[src/rtl/shadow_pkg.sv]
package shadow_pkg;
  typedef enum logic [1:0] {
    ROUTE_NONE = 2'd0,
    ROUTE_RAM  = 2'd1,
    ROUTE_PCI  = 2'd2
  } route_e;

  localparam int unsigned ATTR_BASE  = 'h59;
  localparam int unsigned SMRAM_OFS  = 'h72;
  localparam logic [7:0]  SMRAM_RST  = 8'h02;
  localparam int unsigned SMRAM_GATE = 3;  // open only in system-management mode
  localparam int unsigned SMRAM_OPEN = 6;  // open unconditionally

  localparam logic [1:0] ATTR_RAM_RW = 2'b11;
  localparam logic [1:0] ATTR_RAM_RO = 2'b01;
endpackage

[src/rtl/attr_regfile.sv]
module attr_regfile #(
  parameter int unsigned NUM_BYTES = 7,
  parameter int unsigned CFG_AW    = 8
) (
  input  logic                   clk_i,
  input  logic                   rst_ni,
  input  logic                   cfg_we_i,
  input  logic [CFG_AW-1:0]      cfg_addr_i,
  input  logic [7:0]             cfg_wdata_i,
  output logic [NUM_BYTES*8-1:0] attr_o
);
  import shadow_pkg::*;

  for (genvar g = 0; g < NUM_BYTES; g++) begin : g_byte
    localparam logic [CFG_AW-1:0] OFS = CFG_AW'(ATTR_BASE + g);
    logic [7:0] q;
    always_ff @(posedge clk_i or negedge rst_ni) begin
      if (!rst_ni)                          q <= 8'h00;
      else if (cfg_we_i && cfg_addr_i == OFS) q <= cfg_wdata_i;
    end
    assign attr_o[g*8 +: 8] = q;
  end
endmodule

[src/rtl/smram_ctl.sv]
module smram_ctl #(
  parameter int unsigned CFG_AW = 8
) (
  input  logic              clk_i,
  input  logic              rst_ni,
  input  logic              cfg_we_i,
  input  logic [CFG_AW-1:0] cfg_addr_i,
  input  logic [7:0]        cfg_wdata_i,
  input  logic              smm_i,
  output logic              open_o
);
  import shadow_pkg::*;

  localparam logic [CFG_AW-1:0] OFS = CFG_AW'(SMRAM_OFS);

  logic [7:0] ctl_q;
  logic       smm_q;

  always_ff @(posedge clk_i or negedge rst_ni) begin
    if (!rst_ni) begin
      ctl_q <= SMRAM_RST;
      smm_q <= 1'b0;
    end else begin
      if (cfg_we_i && cfg_addr_i == OFS) ctl_q <= cfg_wdata_i;
      smm_q <= smm_i;
    end
  end

  assign open_o = (smm_q && ctl_q[SMRAM_GATE]) || ctl_q[SMRAM_OPEN];

  logic unused_ctl;
  assign unused_ctl = ^{ctl_q[7], ctl_q[5:4], ctl_q[2:0]};
endmodule

[src/rtl/seg_decode.sv]
module seg_decode #(
  parameter int unsigned ADDR_W    = 32,
  parameter int unsigned NUM_SEG   = 12,
  parameter int unsigned NUM_BYTES = 7
) (
  input  logic [ADDR_W-1:0]      addr_i,
  input  logic                   we_i,
  input  logic [NUM_BYTES*8-1:0] attr_i,
  input  logic                   smram_open_i,
  output logic [1:0]             route_o,
  output logic                   wr_block_o
);
  import shadow_pkg::*;

  localparam int unsigned SEG_W   = $clog2(NUM_SEG);
  localparam int unsigned SEG_LSB = 14;  // 16 KB granules
  localparam int unsigned LEG_W   = 20;  // legacy space is 1 MB

  logic             upper_zero, in_win, in_seg, in_top;
  logic [SEG_W-1:0] seg_idx;
  logic [1:0]       seg_attr [1<<SEG_W];
  logic [1:0]       sel_attr;
  route_e           route;

  assign upper_zero = ~|addr_i[ADDR_W-1:LEG_W];
  assign seg_idx    = addr_i[SEG_LSB +: SEG_W];
  assign in_win     = upper_zero && addr_i[19:17] == 3'b101;
  assign in_top     = upper_zero && addr_i[19:16] == 4'hF;
  assign in_seg     = upper_zero && addr_i[19:18] == 2'b11 && 32'(seg_idx) < NUM_SEG;

  // segment g: byte 1+g/2 of the attribute block, nibble g%2
  for (genvar g = 0; g < (1 << SEG_W); g++) begin : g_seg
    if (g < NUM_SEG) begin : g_on
      assign seg_attr[g] = attr_i[(1 + g/2)*8 + (g%2)*4 +: 2];
    end else begin : g_off
      assign seg_attr[g] = 2'b00;
    end
  end

  assign sel_attr = in_top ? attr_i[5:4] : seg_attr[seg_idx];

  always_comb begin
    route      = ROUTE_NONE;
    wr_block_o = 1'b0;
    if (in_win) begin
      route = smram_open_i ? ROUTE_RAM : ROUTE_PCI;
    end else if (in_top || in_seg) begin
      unique case (sel_attr)
        ATTR_RAM_RW: route = ROUTE_RAM;
        ATTR_RAM_RO: begin
          route      = ROUTE_RAM;
          wr_block_o = we_i;
        end
        default:     route = ROUTE_PCI;
      endcase
    end
  end

  assign route_o = route;

  logic unused_bits;
  assign unused_bits = ^{addr_i[SEG_LSB-1:0], attr_i};
endmodule

[src/rtl/shadow_attr_decoder.sv]
module shadow_attr_decoder #(
  parameter int unsigned ADDR_W  = 32,
  parameter int unsigned CFG_AW  = 8,
  parameter int unsigned NUM_SEG = 12
) (
  input  logic              clk_i,
  input  logic              rst_ni,
  input  logic              cfg_we_i,
  input  logic [CFG_AW-1:0] cfg_addr_i,
  input  logic [7:0]        cfg_wdata_i,
  input  logic              smm_i,
  input  logic [ADDR_W-1:0] lk_addr_i,
  input  logic              lk_we_i,
  output logic [1:0]        route_o,
  output logic              wr_block_o
);
  localparam int unsigned NUM_BYTES = 1 + (NUM_SEG + 1) / 2;

  logic [NUM_BYTES*8-1:0] attr;
  logic                   smram_open;

  attr_regfile #(.NUM_BYTES(NUM_BYTES), .CFG_AW(CFG_AW)) u_regs (
    .clk_i, .rst_ni, .cfg_we_i, .cfg_addr_i, .cfg_wdata_i,
    .attr_o(attr)
  );

  smram_ctl #(.CFG_AW(CFG_AW)) u_smram (
    .clk_i, .rst_ni, .cfg_we_i, .cfg_addr_i, .cfg_wdata_i, .smm_i,
    .open_o(smram_open)
  );

  seg_decode #(.ADDR_W(ADDR_W), .NUM_SEG(NUM_SEG), .NUM_BYTES(NUM_BYTES)) u_dec (
    .addr_i(lk_addr_i), .we_i(lk_we_i), .attr_i(attr),
    .smram_open_i(smram_open), .route_o, .wr_block_o
  );
endmodule

[config.mk]
export PLATFORM = sky130hd
export DESIGN_NAME = shadow_attr_decoder
export DESIGN_NICKNAME = d
export VERILOG_FILES = /design/src/rtl/shadow_pkg.sv /design/src/rtl/attr_regfile.sv /design/src/rtl/smram_ctl.sv /design/src/rtl/seg_decode.sv /design/src/rtl/shadow_attr_decoder.sv
export SDC_FILE = /design/constraint.sdc
export NUM_CORES = 1
export LEC_CHECK = 0
export BUFFER_PORTS_ARGS = -buffer_cell sky130_fd_sc_hd__buf_2
export CAP_MARGIN = 0
export CORE_ASPECT_RATIO = 0.5
export CORE_UTILIZATION = 35
export CTS_CLUSTER_DIAMETER = 30
export CTS_CLUSTER_SIZE = 20
export DETAILED_ROUTE_END_ITERATION = 7
export GPL_TIMING_DRIVEN = 0
export PLACE_DENSITY = 0.53
export SLEW_MARGIN = 15
export SYNTH_ARGS = -nofsm -noshare
export SYNTH_HDL_FRONTEND = slang
export SYNTH_HIERARCHICAL = 1
export SYNTH_SLANG_ARGS = --single-unit
[constraint.sdc]
create_clock -name clk_i -period 8 [get_ports clk_i]
set_input_delay 2 -clock clk_i [delete_from_list [all_inputs] [get_ports clk_i]]
set_output_delay 2 -clock clk_i [all_outputs]
set_load 0.03 [all_outputs]
# Yosys cells after proc, flatten, opt, wreduce, memory -nomap -nowiden

Cells that the tools add are included.

Register bits: 50
Input port bits: 53
Output and inout port bits: 3
Logic and storage cells: 54

Order comparisons: 2
Equal/unequal tests: 13
Multiplexer cells: 11
Bitwise logic cells: 1
Reduce and logical (&&, ||, !) cells: 18

Operators with widths:

| kind                                                             | number |
|---|---|
| 8-bit by 7-bit == test with 1-bit output (second input constant) | 8 |
| 2-bit two-way mux                                                | 7 |
| 1-bit logical AND                                                | 13 |
| 12-bit OR reduction                                              | 1 |
| 2-bit binary-select mux with 4-bit select                        | 1 |
| 5-bit >= comparator (second input constant)                      | 1 |
| 4-bit NOT with 5-bit output                                      | 1 |
| 2-bit == test (second input constant)                            | 2 |
| 4-bit == test (second input constant)                            | 1 |
| 4-bit less-than comparator (second input constant)               | 1 |
| 3-bit == test (second input constant)                            | 1 |
| 1-bit two-way mux                                                | 3 |
| 2-bit by 1-bit == test with 1-bit output (second input constant) | 1 |
| 1-bit logical OR                                                 | 2 |
| 2-bit OR reduction                                               | 1 |
| 1-bit logical NOT                                                | 1 |

# Logic depth before layout (Yosys ltp)

Word-level depth: 10
Gate-level depth with buffers: 6
Depth with buffers taken out: 5

# Cells and area by module

Netlist, hierarchy kept.

By module, submodules not included:

| module       | instances | cells an instance | area an instance (um^2) | seq. area each (um^2) |
|---|---|---|---|---|
| attr_regfile | 1         | 126               | 2225.9                  | 1401.3 |
| seg_decode   | 1         | 27                | 325.3                   | 0.0 |
| smram_ctl    | 1         | 9                 | 133.9                   | 75.1 |

# Worst setup path after synthesis

Ideal clock, no wire load.

Kind: input port to output port
Start point: input lk_addr_i[14]
End point: output wr_block_o
Data arrival time: 3720 ps
Required time: 6000 ps
Setup slack: 2280 ps
Stages: 4
Path buffers: 1
Cells stage by stage: buf_6 mux4_1 mux4_2 nor4_2

Word-level cells in the longest chain between the ends: 9
Elaborated cells on any way between the ends: 12
Those cells by class: order compare (1); eq/ne (1); mux (7); bitwise (1); reduce/logical (2)

Ends and longest elaborated chain:

| item                                                  | line                      | RTL |
|---|---|---|
| start, declared                                       | shadow_attr_decoder.sv:12 | `input logic [ADDR_W-1:0] lk_addr_i,` |
| 4-bit NOT with 5-bit output (not written as such)     | seg_decode.sv:40          | `assign sel_attr = in_top ? attr_i[5:4] : seg_attr[seg_idx];` |
| 2-bit binary-select mux with 4-bit select             | seg_decode.sv:40          |  |
| 2-bit two-way mux (not written as such) (2 in series) | seg_decode.sv:40          |  |
| 2-bit two-way mux                                     | seg_decode.sv:40          |  |
| 2-bit by 1-bit == test with 1-bit output              | seg_decode.sv:48          | `unique case (sel_attr)` |
| 1-bit two-way mux                                     | seg_decode.sv:48          |  |
| 1-bit two-way mux *                                   | seg_decode.sv:47          | `end else if (in_top \|\| in_seg) begin` |
| 1-bit two-way mux *                                   | seg_decode.sv:45          | `if (in_win) begin` |
| end, declared                                         | shadow_attr_decoder.sv:15 | `output logic wr_block_o` |

Every way passes the cells marked *; elsewhere a longest branch is shown, timed or not. The select of a mux whose other input is x is not followed.

# Worst setup path in the final report

Same ends and word-level chain as after synthesis.

==> Flow_metrics.wiki <==
{| class="wikitable"
! Metric !! Value
|-
| Worst slew pin tran || 0.657 ns
|-
| Final number of hold-violating endpoints || 0
|-
| Leakage component of the power || 0.968 nW
|-
| Fraction of power spent switching nets || 23.3%
|-
| Number of top-level pins || 56
|-
| Weighted congestion at the end of routability-driven global placement || 0.683
|-
| Post-layout minimum cycle time || 5.67 ns
|-
| TritonCTS Buffers || 5
|-
| Clock Latency Late Sink || 0.28 ns
|-
| Setup TNS after final layout || 0 ns
|-
| Depth of the worst register-to-register path || 1
|-
| Detailed-route wire length per cell || 16.0 um
|-
| Ordered cell list for the critical path || buf_6 > mux4_1 > mux4_2 > nor4_2 > buf_2
|-
| Residual DRC || 0
|-
| N_diodes || 0
|-
| Worst clock skew on the final layout || 0 ns
|-
| Pre-CTS worst setup slack || 2.31 ns
|-
| Fin nets || 199
|-
| Data required time of the critical path || 6.00 ns
|-
| Design Area, Final || 1970 um2
|-
| Met1 Resource Use GR || 19.1%
|-
| Number of warnings issued by yosys || 6
|-
| Row Count || 16
|-
| Post-route core utilization || 47.8%
|-
| Routed vias || 1,035
|-
| Initial standard-cell utilization of the core || 38.7%
|-
| Power per unit of standard cell area || 182 nW/um2
|-
| Area of the die || 4850 um2
|-
| Post CTS Setup Buffer Count || 0
|-
| Share of post-route cells with drive strength above 1 || 61.2%
|-
| Achievable frequency || 176 MHz
|-
| Net count of the mapped netlist || 155
|-
| Maximum number of pins on one net before global-route repair || 30
|-
| CTS clk-pin slew, worst paths || 0.07 ns
|-
| Max-cap check violation count || 0
|-
| Average via count per standard cell || 5.15
|-
| Die boundary width || 97.5 um
|-
| Total global-route track usage || 15.2%
|-
| Worst Hold Path Cells || 1
|-
| Max IR drop VDD || 0.0946 mV
|-
| First-pass GRT wire length || 5340 um
|-
| Max FO, Critical Path || 5
|-
| Number of global-route vias before repair || 1,071
|-
| Syn Std Cell Area || 1600 um2
|-
| # setup viols final || 0
|-
| Classification of the worst setup path || in2out
|-
| Initial antenna violation count || 0
|-
| Arrival time reported for the critical path endpoint || 3.67 ns
|-
| Sink Count || 29
|-
| RSZ-0062 raised after global routing || false
|-
| Crit. End Element || primary output
|-
| Post-detailed-placement cell area || 1850 um2
|-
| Launch instance of the worst register-to-register path || u_smram/ctl_q[6]
|-
| CTS Root Buffer Type || sky130_fd_sc_hd__clkbuf_8
|-
| DP HPWL || 2450 um
|-
| Post-Syn Instances || 102
|-
| H-tree Lvls || 2
|-
| Area growth from synthesis to layout || 23.4%
|-
| Clock Power Share || 45.4%
|-
| Final Worst Setup Slack || 2.33 ns
|-
| Met2 GRT Util || 24.1%
|-
| Net switching power of the design || 83.2 uW
|-
| Reg2reg setup slack || 7.24 ns
|-
| Most used routing layer || met2
|-
| Final clock period utilization by the worst path || 70.9%
|-
| Avg Cell Area, Syn || 15.7 um2
|-
| Cell at the slowest stage of the critical path || sky130_fd_sc_hd__mux4_1
|-
| Worst max-slew margin expressed relative to the limit || 56.2%
|-
| Die span in y || 49.8 um
|-
| Family with the most delay on the worst path || multiplexers
|-
| Capture endpoint of the worst hold path || u_regs/g_byte[2].q[1]
|-
| Critical Path Start Type || primary input
|-
| Endpoint of the worst register-to-register path || u_smram/ctl_q[6]
|-
| Port Buf Inserts || 37
|-
| Sequential cell fraction of total power || 43.8%
|-
| Post-CTS sizing || 0
|-
| Placeable core area || 4120 um2
|-
| HP Start || u_regs/g_byte[2].q[1]
|-
| Clock tree from TritonCTS || yes
|-
| Final Max Slew Viols || 0
|-
| Share of total power in combinational logic || 10.8%
|-
| Routed WL || 3230 um
|-
| Count of buffering cells on the critical path with inverters included || 2
|-
| Classification of the worst-slack hold path || reg2reg
|-
| Final-layout worst hold slack || 0.490 ns
|-
| Remaining number of nets flagged by the antenna check after routing || 0
|-
| Remaining global-route overflow || 0
|-
| Number of violations reported at the end of detailed-routing iteration 0 || 21
|-
| Placed insts || 193
|-
| Hold buffer count at CTS || 0
|-
| Met3 Resource Use GR || 5.67%
|-
| Slowest cell delay on critical path || 0.58 ns
|-
| Detailed-routing iteration count for the pre-antenna-repair pass || 4
|-
| Result of the run || finished, final reports clean
|-
| Total power after layout || 358 uW
|-
| Maximum number of buffers from clock root to sink || 2
|-
| Final std cells w/o fill || 201
|-
| Internal power component || 274 uW
|}
## how the worst max path moves through the flow
stage | end | slack, ns | from | depth (start not counted)
global route | wr_block_o | 2.30 | lk_addr_i[14] | 5
global placement | wr_block_o | 2.32 | lk_addr_i[14] | 5
CTS | wr_block_o | 2.31 | lk_addr_i[14] | 5
detailed placement | wr_block_o | 2.31 | lk_addr_i[14] | 5
finish | wr_block_o | 2.33 | lk_addr_i[14] | 5
floorplan | wr_block_o | 2.28 | lk_addr_i[14] | 4
## metal layers
metal  vias up  share of wire [%]
met5         -                  0
met1       513                 48
met4         0                1.2
met2        34                 44
li1        484                  -
met3         4                7.2
## sequential cells by signal, indices dropped and copies added, names as in the netlist
signal / count
u_smram/smm_q: 1
u_smram/ctl_q: 2
u_regs/g_byte.q: 26
## area by class of cell
class | instances | area [um2]
repair buffers | 37 | 185
clock inverters | 2 | 37.5
clock buffers | 6 | 82.6
fillers | 370 | 2150
plain buffers | 3 | 33.8
well taps | 54 | 67.6
multi-input cells | 70 | 837
flip-flops and latches | 29 | 726
## placed cells by master (no fill, tap or decap), drive strengths merged
cell type and count:
a21o 1, a21oi 1, buf 40, bufinv 1, clkbuf 6, clkinvlp 1, dfrtp 29, mux2 30
mux2i 5, mux4 6, nand2 4, nand2b 2, nand3 1, nand3b 1, nand4 1, nand4b 1
nand4bb 1, nor2 3, nor3 4, nor3b 1, nor4 7, nor4b 1
## power groups by stage
stage | clock [mW] | sequential (mW) | combinational (mW)
floorplan | 0 | 0.158 | 0.0205
global placement | 0 | 0.159 | 0.0387
detailed placement | 0 | 0.159 | 0.0394
CTS | 0.167 | 0.157 | 0.0394
global route | 0.176 | 0.157 | 0.0425
finish | 0.162 | 0.156 | 0.0388
Power figures use the tool's default switching activity.
